### src/rtl/spi_cmd_pkg.sv
package spi_cmd_pkg;

    localparam int BYTE_W = 8;
    localparam int ADDR_W = 4;
    localparam int DATA_W = 4;
    localparam int SEL_W  = 3;
    localparam int FLT_W  = BYTE_W - 1;
    localparam int UV_POS = 1;
    localparam int OV_POS = 0;

    localparam logic [ADDR_W-1:0] A_STATSEL = 4'b0000;
    localparam logic [ADDR_W-1:0] A_CONFIG  = 4'b0001;
    localparam logic [ADDR_W-1:0] A_WDOG    = 4'b0010;
    localparam logic [ADDR_W-1:0] A_PROT    = 4'b1110;

    typedef enum logic [SEL_W-1:0] {
        SEL_FAULT = 3'd0,
        SEL_CFG   = 3'd1,
        SEL_PROT  = 3'd2
    } stat_sel_e;

    typedef struct packed {
        logic [SEL_W-1:0]  sel;
        logic              wd;
        logic [DATA_W-1:0] cfg;
        logic              uv_dis;
        logic              ov_dis;
    } ctl_regs_t;

    function automatic logic is_test_addr(input logic [ADDR_W-1:0] a);
        return a[2:0] == 3'b111;
    endfunction

    function automatic logic [FLT_W-1:0] prot_mask(input logic uv_dis, input logic ov_dis);
        logic [FLT_W-1:0] m;
        m = '1;
        m[UV_POS] = ~uv_dis;
        m[OV_POS] = ~ov_dis;
        return m;
    endfunction

    function automatic logic [BYTE_W-1:0] status_byte(input ctl_regs_t r,
                                                      input logic [FLT_W-1:0] flt);
        logic [FLT_W-1:0] low;
        case (r.sel)
            SEL_FAULT: low = flt;
            SEL_CFG:   low = FLT_W'(r.cfg);
            SEL_PROT:  low = FLT_W'({r.uv_dis, r.ov_dis});
            default:   low = '0;
        endcase
        return {r.wd, low};
    endfunction

endpackage

### src/rtl/spi_frame_rx.sv
module spi_frame_rx #(
    parameter int BYTE_W = spi_cmd_pkg::BYTE_W,
    parameter int CNT_W  = 8
) (
    input  logic              clk,
    input  logic              rst,
    input  logic              sclk,
    input  logic              cs_n,
    input  logic              si,
    input  logic [BYTE_W-1:0] load_byte,
    output logic              cs_fall,
    output logic              frame_end,
    output logic              frame_ok,
    output logic [BYTE_W-1:0] rx_word,
    output logic              so_data,
    output logic              so_oe
);
    localparam int LSB_W = $clog2(BYTE_W);

    logic              sclk_q, cs_n_q, active_q, any_q, si_lat_q;
    logic [CNT_W-1:0]  cnt_q;
    logic [BYTE_W-1:0] rx_q, sr_q;
    logic              cs_rise, sck_rise, sck_fall;

    assign cs_fall  = cs_n_q & ~cs_n;
    assign cs_rise  = ~cs_n_q & cs_n;
    assign sck_rise = sclk & ~sclk_q;
    assign sck_fall = ~sclk & sclk_q;

    always_ff @(posedge clk) begin
        if (rst) begin
            sclk_q   <= 1'b0;
            cs_n_q   <= 1'b1;
            active_q <= 1'b0;
            any_q    <= 1'b0;
            si_lat_q <= 1'b0;
            cnt_q    <= '0;
            rx_q     <= '0;
            sr_q     <= '0;
        end else begin
            sclk_q <= sclk;
            cs_n_q <= cs_n;
            if (cs_fall) begin
                sr_q     <= load_byte;
                cnt_q    <= '0;
                any_q    <= 1'b0;
                active_q <= 1'b1;
            end else if (cs_rise) begin
                active_q <= 1'b0;
            end else if (active_q) begin
                if (sck_rise) begin
                    rx_q     <= {rx_q[BYTE_W-2:0], si};
                    si_lat_q <= si;
                    cnt_q    <= cnt_q + CNT_W'(1);
                    any_q    <= 1'b1;
                end
                if (sck_fall) begin
                    sr_q <= {sr_q[BYTE_W-2:0], si_lat_q};
                end
            end
        end
    end

    assign frame_end = cs_rise & active_q;
    assign frame_ok  = any_q && (cnt_q[LSB_W-1:0] == '0);
    assign rx_word   = rx_q;
    assign so_data   = sr_q[BYTE_W-1];
    assign so_oe     = active_q;

    // output released once chip select has been high for two samples
    assert_so_idle_R2: assert property (@(posedge clk) disable iff (rst)
        (cs_n && $past(cs_n)) |-> !so_oe);

    // the bit counter advances by at most one per clock within a frame
    assert_cnt_step_R7: assert property (@(posedge clk) disable iff (rst)
        (active_q && !cs_rise) |=> (cnt_q == $past(cnt_q) || cnt_q == $past(cnt_q) + CNT_W'(1)));

endmodule

### src/rtl/spi_ctl_regs.sv
module spi_ctl_regs
    import spi_cmd_pkg::*;
#(
    parameter int BYTE_W = spi_cmd_pkg::BYTE_W
) (
    input  logic              clk,
    input  logic              rst,
    input  logic              frame_end,
    input  logic              frame_ok,
    input  logic [BYTE_W-1:0] word,
    output ctl_regs_t         regs
);
    logic [ADDR_W-1:0] addr;
    logic [DATA_W-1:0] data;
    logic              take;
    ctl_regs_t         regs_q;

    assign addr = word[BYTE_W-1 -: ADDR_W];
    assign data = word[DATA_W-1:0];
    assign take = frame_end & frame_ok & ~is_test_addr(addr);

    always_ff @(posedge clk) begin
        if (rst) begin
            regs_q <= '0;
        end else if (take) begin
            case (addr)
                A_STATSEL: regs_q.sel <= data[SEL_W-1:0];
                A_CONFIG:  regs_q.cfg <= data;
                A_WDOG:    regs_q.wd  <= data[0];
                A_PROT: begin
                    regs_q.uv_dis <= data[1];
                    regs_q.ov_dis <= data[0];
                end
                default: ;
            endcase
        end
    end

    assign regs = regs_q;

    // a frame of bad length leaves every control register alone
    assert_bad_len_keep_R8: assert property (@(posedge clk) disable iff (rst)
        (frame_end && !frame_ok) |=> $stable(regs_q));

    // test-space addresses never modify the registers
    assert_test_space_R11: assert property (@(posedge clk) disable iff (rst)
        (frame_end && word[BYTE_W-2 -: 3] == 3'b111) |=> $stable(regs_q));

endmodule

### src/rtl/spi_fault_reg.sv
module spi_fault_reg
    import spi_cmd_pkg::*;
#(
    parameter int FLT_W = spi_cmd_pkg::FLT_W
) (
    input  logic             clk,
    input  logic             rst,
    input  logic [FLT_W-1:0] evt,
    input  logic             uv_dis,
    input  logic             ov_dis,
    input  logic             snap,
    input  logic             snap_is_fault,
    input  logic             end_ok,
    output logic [FLT_W-1:0] reported
);
    logic [FLT_W-1:0] flt_q, capt_q, mask, set_v;

    assign mask     = prot_mask(uv_dis, ov_dis);
    assign set_v    = evt & mask;
    assign reported = flt_q & mask;

    always_ff @(posedge clk) begin
        if (rst) begin
            flt_q  <= '0;
            capt_q <= '0;
        end else begin
            if (snap) begin
                capt_q <= snap_is_fault ? reported : '0;
            end
            if (end_ok) begin
                flt_q <= (flt_q & ~capt_q) | set_v;
            end else begin
                flt_q <= flt_q | set_v;
            end
        end
    end

    // outside an accepted frame end, no flag ever drops
    assert_sticky_R12: assert property (@(posedge clk) disable iff (rst)
        !end_ok |=> ((flt_q & $past(flt_q)) == $past(flt_q)));

endmodule

### src/rtl/spi_cmd_status_if.sv
module spi_cmd_status_if
    import spi_cmd_pkg::*;
#(
    parameter int CNT_W = 8
) (
    input  logic             clk,
    input  logic             rst,
    input  logic             spi_sclk,
    input  logic             spi_cs_n,
    input  logic             spi_si,
    input  logic [FLT_W-1:0] fault_evt,
    output logic             so_data,
    output logic             so_oe,
    output logic [DATA_W-1:0] cfg_bits,
    output logic             wd_bit,
    output logic             uv_off,
    output logic             ov_off
);
    ctl_regs_t         regs;
    logic [FLT_W-1:0]  flt_rep;
    logic [BYTE_W-1:0] status, rx_word;
    logic              cs_fall, frame_end, frame_ok;

    assign status = status_byte(regs, flt_rep);

    spi_frame_rx #(.BYTE_W(BYTE_W), .CNT_W(CNT_W)) u_rx (
        .clk       (clk),
        .rst       (rst),
        .sclk      (spi_sclk),
        .cs_n      (spi_cs_n),
        .si        (spi_si),
        .load_byte (status),
        .cs_fall   (cs_fall),
        .frame_end (frame_end),
        .frame_ok  (frame_ok),
        .rx_word   (rx_word),
        .so_data   (so_data),
        .so_oe     (so_oe)
    );

    spi_ctl_regs #(.BYTE_W(BYTE_W)) u_regs (
        .clk       (clk),
        .rst       (rst),
        .frame_end (frame_end),
        .frame_ok  (frame_ok),
        .word      (rx_word),
        .regs      (regs)
    );

    spi_fault_reg #(.FLT_W(FLT_W)) u_flt (
        .clk           (clk),
        .rst           (rst),
        .evt           (fault_evt),
        .uv_dis        (regs.uv_dis),
        .ov_dis        (regs.ov_dis),
        .snap          (cs_fall),
        .snap_is_fault (regs.sel == SEL_FAULT),
        .end_ok        (frame_end & frame_ok),
        .reported      (flt_rep)
    );

    assign cfg_bits = regs.cfg;
    assign wd_bit   = regs.wd;
    assign uv_off   = regs.uv_dis;
    assign ov_off   = regs.ov_dis;

    // the first bit driven in a frame is the watchdog bit
    assert_wd_msb_R3: assert property (@(posedge clk) disable iff (rst)
        cs_fall |=> (so_oe && so_data == $past(regs.wd)));

endmodule

### config.mk
export PLATFORM = sky130hd
export DESIGN_NAME = spi_cmd_status_if
export DESIGN_NICKNAME = d
export VERILOG_FILES = /design/src/rtl/spi_cmd_pkg.sv /design/src/rtl/spi_frame_rx.sv /design/src/rtl/spi_ctl_regs.sv /design/src/rtl/spi_fault_reg.sv /design/src/rtl/spi_cmd_status_if.sv
export SDC_FILE = /design/constraint.sdc
export NUM_CORES = 1
export LEC_CHECK = 0
export BUFFER_PORTS_ARGS = -buffer_cell sky130_fd_sc_hd__buf_2
export CAP_MARGIN = 0
export CELL_PAD_IN_SITES_DETAIL_PLACEMENT = 1
export CELL_PAD_IN_SITES_GLOBAL_PLACEMENT = 1
export CORE_MARGIN = 4
export CORE_UTILIZATION = 34
export DETAILED_ROUTE_END_ITERATION = 8
export GPL_ROUTABILITY_DRIVEN = 0
export PLACE_DENSITY = 0.71
export SYNTH_ARGS = -nofsm -noshare
export SYNTH_HDL_FRONTEND = slang
export SYNTH_HIERARCHICAL = 1
export SYNTH_SLANG_ARGS = --single-unit
### constraint.sdc
create_clock -name clk -period 4.2 [get_ports clk]
set_input_delay 0 -clock clk [delete_from_list [all_inputs] [get_ports clk]]
set_output_delay 0 -clock clk [all_outputs]
set_load 0.01 [all_outputs]
==> out/metrics.csv, run 1 <==
metric;value;unit
maximum clock rate;0.5154;GHz
Max-Cap Viols;0;
final setup vio count;0;
Routed Antenna Nets;0;
Setup TNS;0;ps
Post-DP HPWL;3414;um
Setup Slack @ Placement;2293;ps
Crit path depth;7;
Crit path arrival time;2130;ps
initial core utilization;0.3528;
filler cell count;759;
clock tree sinks;47;
die area;8034;um^2
Fin. Hold Viols;0;
I/O Pins;21;
input/output buffers;20;
critical path endpoint category;register;
Tmin final;1940;ps
CTS buffer count;5;
worst min path class;in -> reg;
initial antenna violation count;0;
Worst-Margin Slew;1073;ps
Mapped Cells;238;
row count;29;
reg2reg path depth;6;
Max Transition Viols Final;0;
first-pass GRT wire length;8383;um
Setup CP Type;in -> reg;
family with the most delay on the worst path;buffers and inverters;
Hold Path Depth;3;
Syn-to-layout area delta;11.15;%
global route overflow;0;
final wirelength;4946;um
DRC Markers;0;
Avg Inst Size Synth;9.521;um^2
VDD IR-drop max;0.0001378;V
number of vias per cell;5.101;
CP max stage delay;550;ps
Net count, final;274;
Seq/Total Area, Yosys;0.4152;
largest net degree at the start of global routing;53;
DIE WIDTH;89.64;um
layout cells sized above 1;0.1931;
status;complete, no violations;
Worst EP required;4390;ps
syn nets;254;
ys flop type;dfxtp_1;
synth unique cells;38;
Syn. warnings;6;
commonest non-fill, non-tap cells in the layout;dfxtp_1 (47), nand2b_1 (25), buf_2 (20);
core area;6422;um^2
fraction of the cycle the final worst path needs;0.4619;
Clock Tree Buf Depth;2;
register bit total from synthesis;47;
DR WL/cell;14.72;um
CTS tree;done;
reg2reg start;u_rx/cs_n_q;
P per Cell Area;326.4;nW/um^2
Max-slew headroom;0.2844;
startpoint type of the worst setup path;primary input;
worst path cell trace;dlygate4sd3_1 -> buf_2 -> inv_1 -> ha_1 -> nor3b_1 -> nand3_2 -> o221a_2;
most common cell after layout, fill and taps aside;dfxtp_1;
die height;89.64;um
DR pass1 iterations;4;
Critical path origin;spi_cs_n;
EDFF count, synth;0;
Synth Cell Area;2266;um^2
clk_skew;6.070;ps
Buf/Inv on CP;3;
Worst Path Max Fanout;30;
vias in the first global route;1738;
unrepaired setup endpoints after global routing;no;
via count;1714;
asr flop ratio synth;0;
PnR worst setup slack;2260;ps
Initial DRC Count;84;
Skew-Pair Late Insertion Delay;290;ps
H-tree depth;2;
min-delay src;spi_sclk;
clock root cell;clkbuf_8;
Slowest cell on crit path;ha_1;
ANT cells;0;
Clk pin slew, worst setup/hold paths;90;ps
Lkg Pwr;0.9544;nW
Total GRT Usage;0.1353;
## final cells by class
type / count / area, um^2 / area share
clock inverters: 1 / 5.005 / 0.001987
inverters: 14 / 52.55 / 0.02086
multi-input cells: 161 / 1157 / 0.4595
flip-flops and latches: 47 / 940.9 / 0.3736
well taps: 77 / 96.34 / 0.03825
repair buffers: 29 / 190.2 / 0.07551
clock buffers: 7 / 76.32 / 0.03030
## path summary, 6_finish.rpt
| check | endpoint | slack (ps) |
|---|---|---|
| max | u_rx/sr_q[6] | 2260 |
| min | u_rx/sclk_q | 40 |
| max reg2reg | u_flt/flt_q[2] | 2290 |
| min reg2reg | u_flt/capt_q[3] | 480 |
## cells by family after synthesis
family | Yosys count | synth area share
AO/OA/AOI/OAI | 52 | 0.1889
XOR/XNOR | 1 | 0.003866
adder cells (fa/ha/maj) | 4 | 0.02209
buffers and inverters | 30 | 0.07399
flip-flops | 47 | 0.4152
multiplexers | 14 | 0.06184
AND/OR/NAND/NOR | 90 | 0.2341
## tightest hold or removal path, stage by stage
cell    delay, ps
buf_2         120
inv_1         100
nor2_1         60
## stage by stage
| stage | instances | area, um^2 | total power, mW | utilization | hold slack [ps] |
|---|---|---|---|---|---|
| after floorplan | 238 | 2266 | 0.5466 | - | 106.6 |
| after global placement | 319 | 2347 | 0.5607 | 0.3655 | 229.9 |
| after detailed placement | 319 | 2347 | 0.5628 | 0.3655 | 232.3 |
| after CTS | 336 | 2519 | 0.8373 | 0.3922 | 19.41 |
| after global routing | 336 | 2519 | 0.8668 | 0.3922 | 63.37 |
| final | 336 | 2519 | 0.8222 | 0.3922 | 36.93 |
## registers in the layout (all words and copies together), names as in the netlist
register and cells:
u_regs/regs 10, u_rx/rx_word 8, u_rx/sr_q 8, u_flt/capt_q 7
u_flt/flt_q 7, u_rx/cnt_q 3, u_rx/any_q 1, u_rx/cs_n_q 1
u_rx/sclk_q 1, u_rx/so_oe 1
## layer usage
metal  share of wire  up-vias  track usage
met3           0.027        2      0.03193
met4          0.0061        0      0.04465
li1                -      872            -
met1            0.52      823       0.1852
met2            0.45       17       0.2094
met5               0        -            0
## repair_timing
action,CTS,global route
hold endpoints to repair,9,0
buffers inserted,0,0
gates resized for setup,0,0
hold buffers,9,0
## cells in the mapped netlist (2+ instances only)
library cell,n,area [um^2]
a211oi_1,4,30.03
a21bo_2,2,20.02
a21boi_0,5,37.54
a21oi_1,17,85.08
a221oi_1,8,70.07
and2_1,5,31.28
and3_1,2,12.51
and4b_1,2,20.02
buf_2,5,25.02
buf_4,7,52.55
buf_6,3,33.78
dfxtp_1,47,940.9
ha_1,4,50.05
inv_1,14,52.55
mux2i_1,14,140.1
nand2_1,17,63.81
nand2b_1,25,156.4
nand3_1,5,25.02
nand4b_1,4,35.03
nor2_1,12,45.04
nor2b_1,2,12.51
nor2b_2,2,17.52
nor3_1,6,30.03
o21ba_2,5,50.05
o221a_2,8,90.09
## report_power, final
part	internal, mW	switching [mW]	total, mW
Combinational	0.0442	0.0390	0.0833
Clock	0.117	0.147	0.264
Sequential	0.462	0.0127	0.474
Total	0.623	0.199	0.822
Power figures use the tool's default switching activity.
==> run 2: changes to the inputs <==
Settings changed: ABC_AREA from default to 1, PLACE_DENSITY 0.71 to 0.75.
Clock period 4.2 ns to 1.9 ns, I/O delays scaled along.
==> run 2 against run 1 <==
  * Clock power rose to 2.9 times the previous value
  * Critical endpoint is now u_rx/cnt_q[0]
  * Power rose by 150%
  * Largest power group unchanged
  * Global-route usage rose by 0.63 points
  * Worst setup slack got worse by 1800 ps
  * Count of clock-buffer cells in the layout fell by 1
  * Sequential power rose by 120%
==> out/metrics.csv, run 2 <==
metric;value;unit
P per Cell Area;763.5;nW/um^2
Syn-to-layout area delta;14.38;%
H-tree depth;2;
DR WL/cell;12.12;um
clock root cell;clkbuf_8;
via count;2116;
core area;6495;um^2
Slowest cell on crit path;clkinv_1;
startpoint type of the worst setup path;register;
Mapped Cells;348;
VDD IR-drop max;0.0003042;V
synth unique cells;23;
first-pass GRT wire length;9756;um
DIE WIDTH;90.82;um
Crit path arrival time;1720;ps
input/output buffers;20;
initial antenna violation count;0;
hold bufs inserted after CTS;10;
status;complete, no violations;
Placed Area;2450;um^2
Routed Antenna Nets;0;
ANT cells;0;
Clk pin slew, worst setup/hold paths;90;ps
largest net degree at the start of global routing;18;
Setup TNS;0;ps
worst path cell trace;inv_1 -> ha_1 -> clkinv_1 -> nand2_1 -> nand2_1 -> a21oi_1;
Avg Inst Size Synth;6.702;um^2
most frequent CP cell;nand2_1;
Post-DP HPWL;3987;um
Syn. warnings;6;
I/O Pins;21;
Net count, final;391;
Initial DRC Count;32;
Worst-Margin Slew;456.3;ps
Total GRT Usage;0.1417;
Internal;1.536;mW
EDFF count, synth;0;
top post-synthesis cells by area;dfxtp_1 (40%), nand2_1 (14%), nor2_1 (10%);
Worst Path Max Fanout;17;
top cells by count, synth;nand2_1 (90), nor2_1 (63), dfxtp_1 (47), inv_1 (44), a21oi_1 (34);
fraction of the cycle the final worst path needs;0.7797;
Setup CP Type;reg -> reg;
number of vias per cell;4.671;
clock tree sinks;47;
post-CTS setup buffers;0;
CTS resizes;0;
sequential fraction of design power;0.514;
Clock Tree Buf Depth;2;
Max Transition Viols Final;0;
WL met1;2729;um
most common cell after layout, fill and taps aside;nand2_1;
syn nets;364;
asr flop ratio synth;0;
Fin. Hold Viols;0;
layout cells sized above 1;0.1250;
Hold Path Depth;2;
die area;8248;um^2
clk_skew;5.574;ps
die height;90.82;um
final wirelength;5491;um
Lkg Pwr;1.200;nW
CTS tree;done;
critical path endpoint category;register;
Clock power frac;0.382;
Skew-Pair Late Insertion Delay;300;ps
DRC Markers;0;
Tmin final;1481;ps
Max-Cap Viols;0;
Max-slew headroom;0.6939;
commonest non-fill, non-tap cells in the layout;nand2_1 (90), nor2_1 (63), dfxtp_1 (47);
maximum clock rate;0.6751;GHz
register bit total from synthesis;47;
unrepaired setup endpoints after global routing;no;
global route overflow;0;
Seq/Total Area, Yosys;0.4034;
post-route cell area;2668;um^2
DR pass1 iterations;4;
Worst EP required;2140;ps
ys flop type;dfxtp_1;
Synth top area share;0.4034;
Synth Cell Area;2332;um^2
reg2reg path depth;6;
vias in the first global route;2165;
initial core utilization;0.3591;
met2 wire len;2562;um
Psw;0.5010;mW
Sw Share;0.2460;
max reg flops;10;
Met3 Wirelength;139;um
Comb pwr share;0.104;
CTS buffer count;5;
Top Metal Used;met4;
CP max stage delay;390;ps
area leader, netlist;dfxtp_1;
worst min path class;in -> reg;
top-count cell post-synth;nand2_1;
final setup vio count;0;
row count;29;
Total Power;2.037;mW
-- run 2: cell count changes in the layout (fill, tap and decap cells not counted), sizes merged, moves of 5 or more --
cell and change:
a21boi -5, nor3 -8, a21oi +17, and2 -5, o221a -8, a221oi -8, mux2i -14, nand2 +76
o21ba -5, inv +34, nand3 +22, nor2 +60, nand2b -25
-- run 2: path summary, 6_finish.rpt --
kind | endpoint | slack, ps | startpoint
max | u_rx/cnt_q[0] | 420 | u_rx/cs_n_q
min | u_flt/flt_q[3] | 80 | rst
max reg2reg | u_rx/cnt_q[0] | 420 | u_rx/cs_n_q
min reg2reg | u_flt/flt_q[1] | 470 | u_flt/flt_q[1]
-- run 2: logic make-up (layout without fill, tap and decap cells) --
| group | after synthesis | count (layout) | synth area share |
|---|---|---|---|
| xor+xnor | 1 | 1 | 0.003756 |
| simple gates | 197 | 197 | 0.3707 |
| compound gates | 36 | 36 | 0.07725 |
| buf+inv | 63 | 91 | 0.1234 |
| flops | 47 | 47 | 0.4034 |
| fa+ha+maj | 4 | 4 | 0.02146 |
-- run 2: routing by layer --
metal,GRT usage,up-vias
met4,0.03392,0
met3,0.03833,4
met1,0.1733,977
met2,0.2464,17
met5,0,-
li1,-,1118
-- run 2: cell type report --
class                           instances  area (um^2)
Multi-Input combinational cell        238         1104
Tap cell                               77        96.34
Clock inverter                          2        35.03
Timing Repair Buffer                   32        215.2
Sequential cell                        47        940.9
Inverter                               51        193.9
Clock buffer                            6        82.58
Fill cell                             839         3827
-- run 2: power by group through the flow --
stage	Combinational, mW	Clock, mW	Sequential (mW)
2_1_floorplan	0.161	0	1.07
3_3_place_gp	0.192	0	1.07
3_5_place_dp	0.199	0	1.07
4_1_cts	0.215	0.802	1.05
5_1_grt	0.246	0.861	1.05
6_report	0.211	0.778	1.05
-- run 2: worst max-delay path, delay by kind of cell (launching register included) --
| kind | cells | cell delay [ps] |
|---|---|---|
| simple gates | 2 | 320 |
| buf+inv | 2 | 440 |
| fa+ha+maj | 1 | 180 |
| flops | 1 | 320 |
| compound gates | 1 | 150 |
-- run 2: through the flow --
step,utilization,std cells,hold slack [ps],worst slack [ps]
2_1_floorplan,-,348,69.07,660.9
3_3_place_gp,0.3772,435,204.9,485.1
3_5_place_dp,0.3772,435,214.9,437.1
4_1_cts,0.4107,453,84.01,406.0
5_1_grt,0.4107,453,94.90,226.5
6_report,0.4107,453,79.23,418.7
==> run 3: changes to the inputs <==
Settings changed: ABC_AREA 1 to 0, PLACE_DENSITY 0.75 to 0.73.
Clock period 1.9 ns to 1.25 ns, I/O delays scaled along.
==> run 3 against run 2 <==
  * The flow now finishes with violations (setup timing)
  * Worst setup slack got worse by 600 ps
  * Critical path type unchanged
  * Worst hold slack worse by 25 ps
  * Die area shrank 2.6%
  * First-iteration DRC count increased by 100%
  * Register-to-register slack got worse by 600 ps
  * Flip-flop and latch count unchanged
  * Largest cell class unchanged
==> out/metrics.csv, run 3 (synthesis results as in run 1) <==
metric;value;unit
Worst-Margin Slew;442.9;ps
vias in the first global route;1869;
input/output buffers;20;
maximum clock rate;0.6982;GHz
Slowest cell on crit path;dfxtp_4;
Worst Path Max Fanout;7;
initial core utilization;0.3528;
Max-slew headroom;0.7048;
Worst EP required;1490;ps
largest net degree at the start of global routing;25;
commonest non-fill, non-tap cells in the layout;dfxtp_1 (41), nand2b_1 (25), buf_4 (23);
Placed Area;2603;um^2
CTS buffer count;5;
DIE WIDTH;89.64;um
I/O Pins;21;
row count;29;
failing checks;setup timing;
first-pass GRT wire length;8907;um
most frequent CP cell;a211oi_1;
filler cell count;725;
PnR worst setup slack;-182.2;ps
global route overflow;0;
Total Power;2.980;mW
Max Transition Viols Final;0;
Syn-to-layout area delta;32.69;%
H-tree depth;2;
startpoint type of the worst setup path;register;
clk_skew;3.787;ps
critical path endpoint category;register;
max reg flops;10;
family with the most delay on the worst path;compound AO/OA/AOI/OAI gates;
VDD IR-drop max;0.0005137;V
Max-Cap Viols;0;
unrepaired setup endpoints after global routing;yes;
final setup vio count;27;
most common cell after layout, fill and taps aside;dfxtp_1;
clock root cell;clkbuf_8;
core area;6422;um^2
Skew-Pair Late Insertion Delay;290;ps
DR WL/cell;14.90;um
die area;8034;um^2
Setup Slack @ Placement;-284.5;ps
worst path cell trace;buf_4 -> nor2b_2 -> a211oi_1 -> a211oi_1 -> nor2_1 -> a221oi_2 -> o221a_2;
Final Core Density;0.4681;
Total GRT Usage;0.1419;
worst min path class;in -> reg;
fraction of the cycle the final worst path needs;1.146;
post-route cell area;3007;um^2
Post-DP HPWL;3780;um
DR pass1 iterations;4;
Tmin final;1432;ps
number of vias per cell;5.082;
layout cells sized above 1;0.4138;
Clk pin slew, worst setup/hold paths;90;ps
P per Cell Area;991.1;nW/um^2
CP max stage delay;380;ps
Crit path arrival time;1670;ps
Setup TNS;-2120;ps
ANT cells;0;
CTS tree;done;
via count;1865;
final wirelength;5467;um
Fin. Hold Viols;0;
clock tree sinks;47;
die height;89.64;um
Clock Tree Buf Depth;2;
Buf/Inv on CP;1;
Routed Antenna Nets;0;
initial antenna violation count;0;
Net count, final;305;
Initial DRC Count;64;
status;finished, violations left;
DRC Markers;0;
Lkg Pwr;1.175;nW
Setup CP Type;reg -> reg;
## run 3: cell types whose count changed in the layout (fill, tap and decap cells not counted), moves of 14 or more
cell / delta
inv_1: -33
nand2b_1: +25
nand2_1: -73
nor2_1: -52
a21oi_1: -23
nand3_1: -22
buf_4: +21
mux2i_1: +14
## run 3: what timing repair did
item / in CTS / in global routing
endpoints found under the setup margin: 41 / 39
pin swaps: 25 / 9
hold buffers: 9 / 0
setup buffers: 3 / 2
gates resized for setup: 35 / 15
endpoints found under the hold margin: 9 / 0
## run 3: stage by stage
step,cells,hold slack (ps)
3_3_place_gp,346,225.6
2_1_floorplan,238,106.5
3_5_place_dp,346,229.6
4_1_cts,365,37.99
6_report,367,54.40
5_1_grt,367,51.41
## run 3: report_power, final
| group | switching, mW | internal, mW |
|---|---|---|
| registers | 0.0433 | 1.55 |
| clock network | 0.496 | 0.506 |
| logic | 0.167 | 0.216 |
## run 3: path summary, 6_finish.rpt
check,end,slack [ps],cells after the start,from
min reg2reg,u_rx/rx_word[2],480,2,u_rx/rx_word[2]
max,u_rx/sr_q[1],-180,7,u_regs/regs[7]
max reg2reg,u_rx/sr_q[1],-180,7,u_regs/regs[7]
min,u_rx/sclk_q,50,3,spi_sclk
## run 3: layout make-up
cell class | count | area (um^2) | area share
multi-input combinational | 161 | 1336 | 0.4444
tap | 77 | 96.34 | 0.03204
sequential | 47 | 950.9 | 0.3163
timing repair buffer | 60 | 470.5 | 0.1565
inverter | 14 | 52.55 | 0.01748
clock buffer | 8 | 100.1 | 0.03329
## run 3: metal layers
| metal | wire [um] | track usage |
|---|---|---|
| met5 | 0 | 0 |
| met4 | 45 | 0.03654 |
| met3 | 192 | 0.03102 |
| met2 | 2684 | 0.2500 |
| met1 | 2545 | 0.1747 |
## run 3: worst register-to-register path, delay by kind of cell (launching register included)
family	cells	cell delay [ps]
AND/OR/NAND/NOR	2	170
flip-flops	1	380
AO/OA/AOI/OAI	4	690
buffers and inverters	1	140
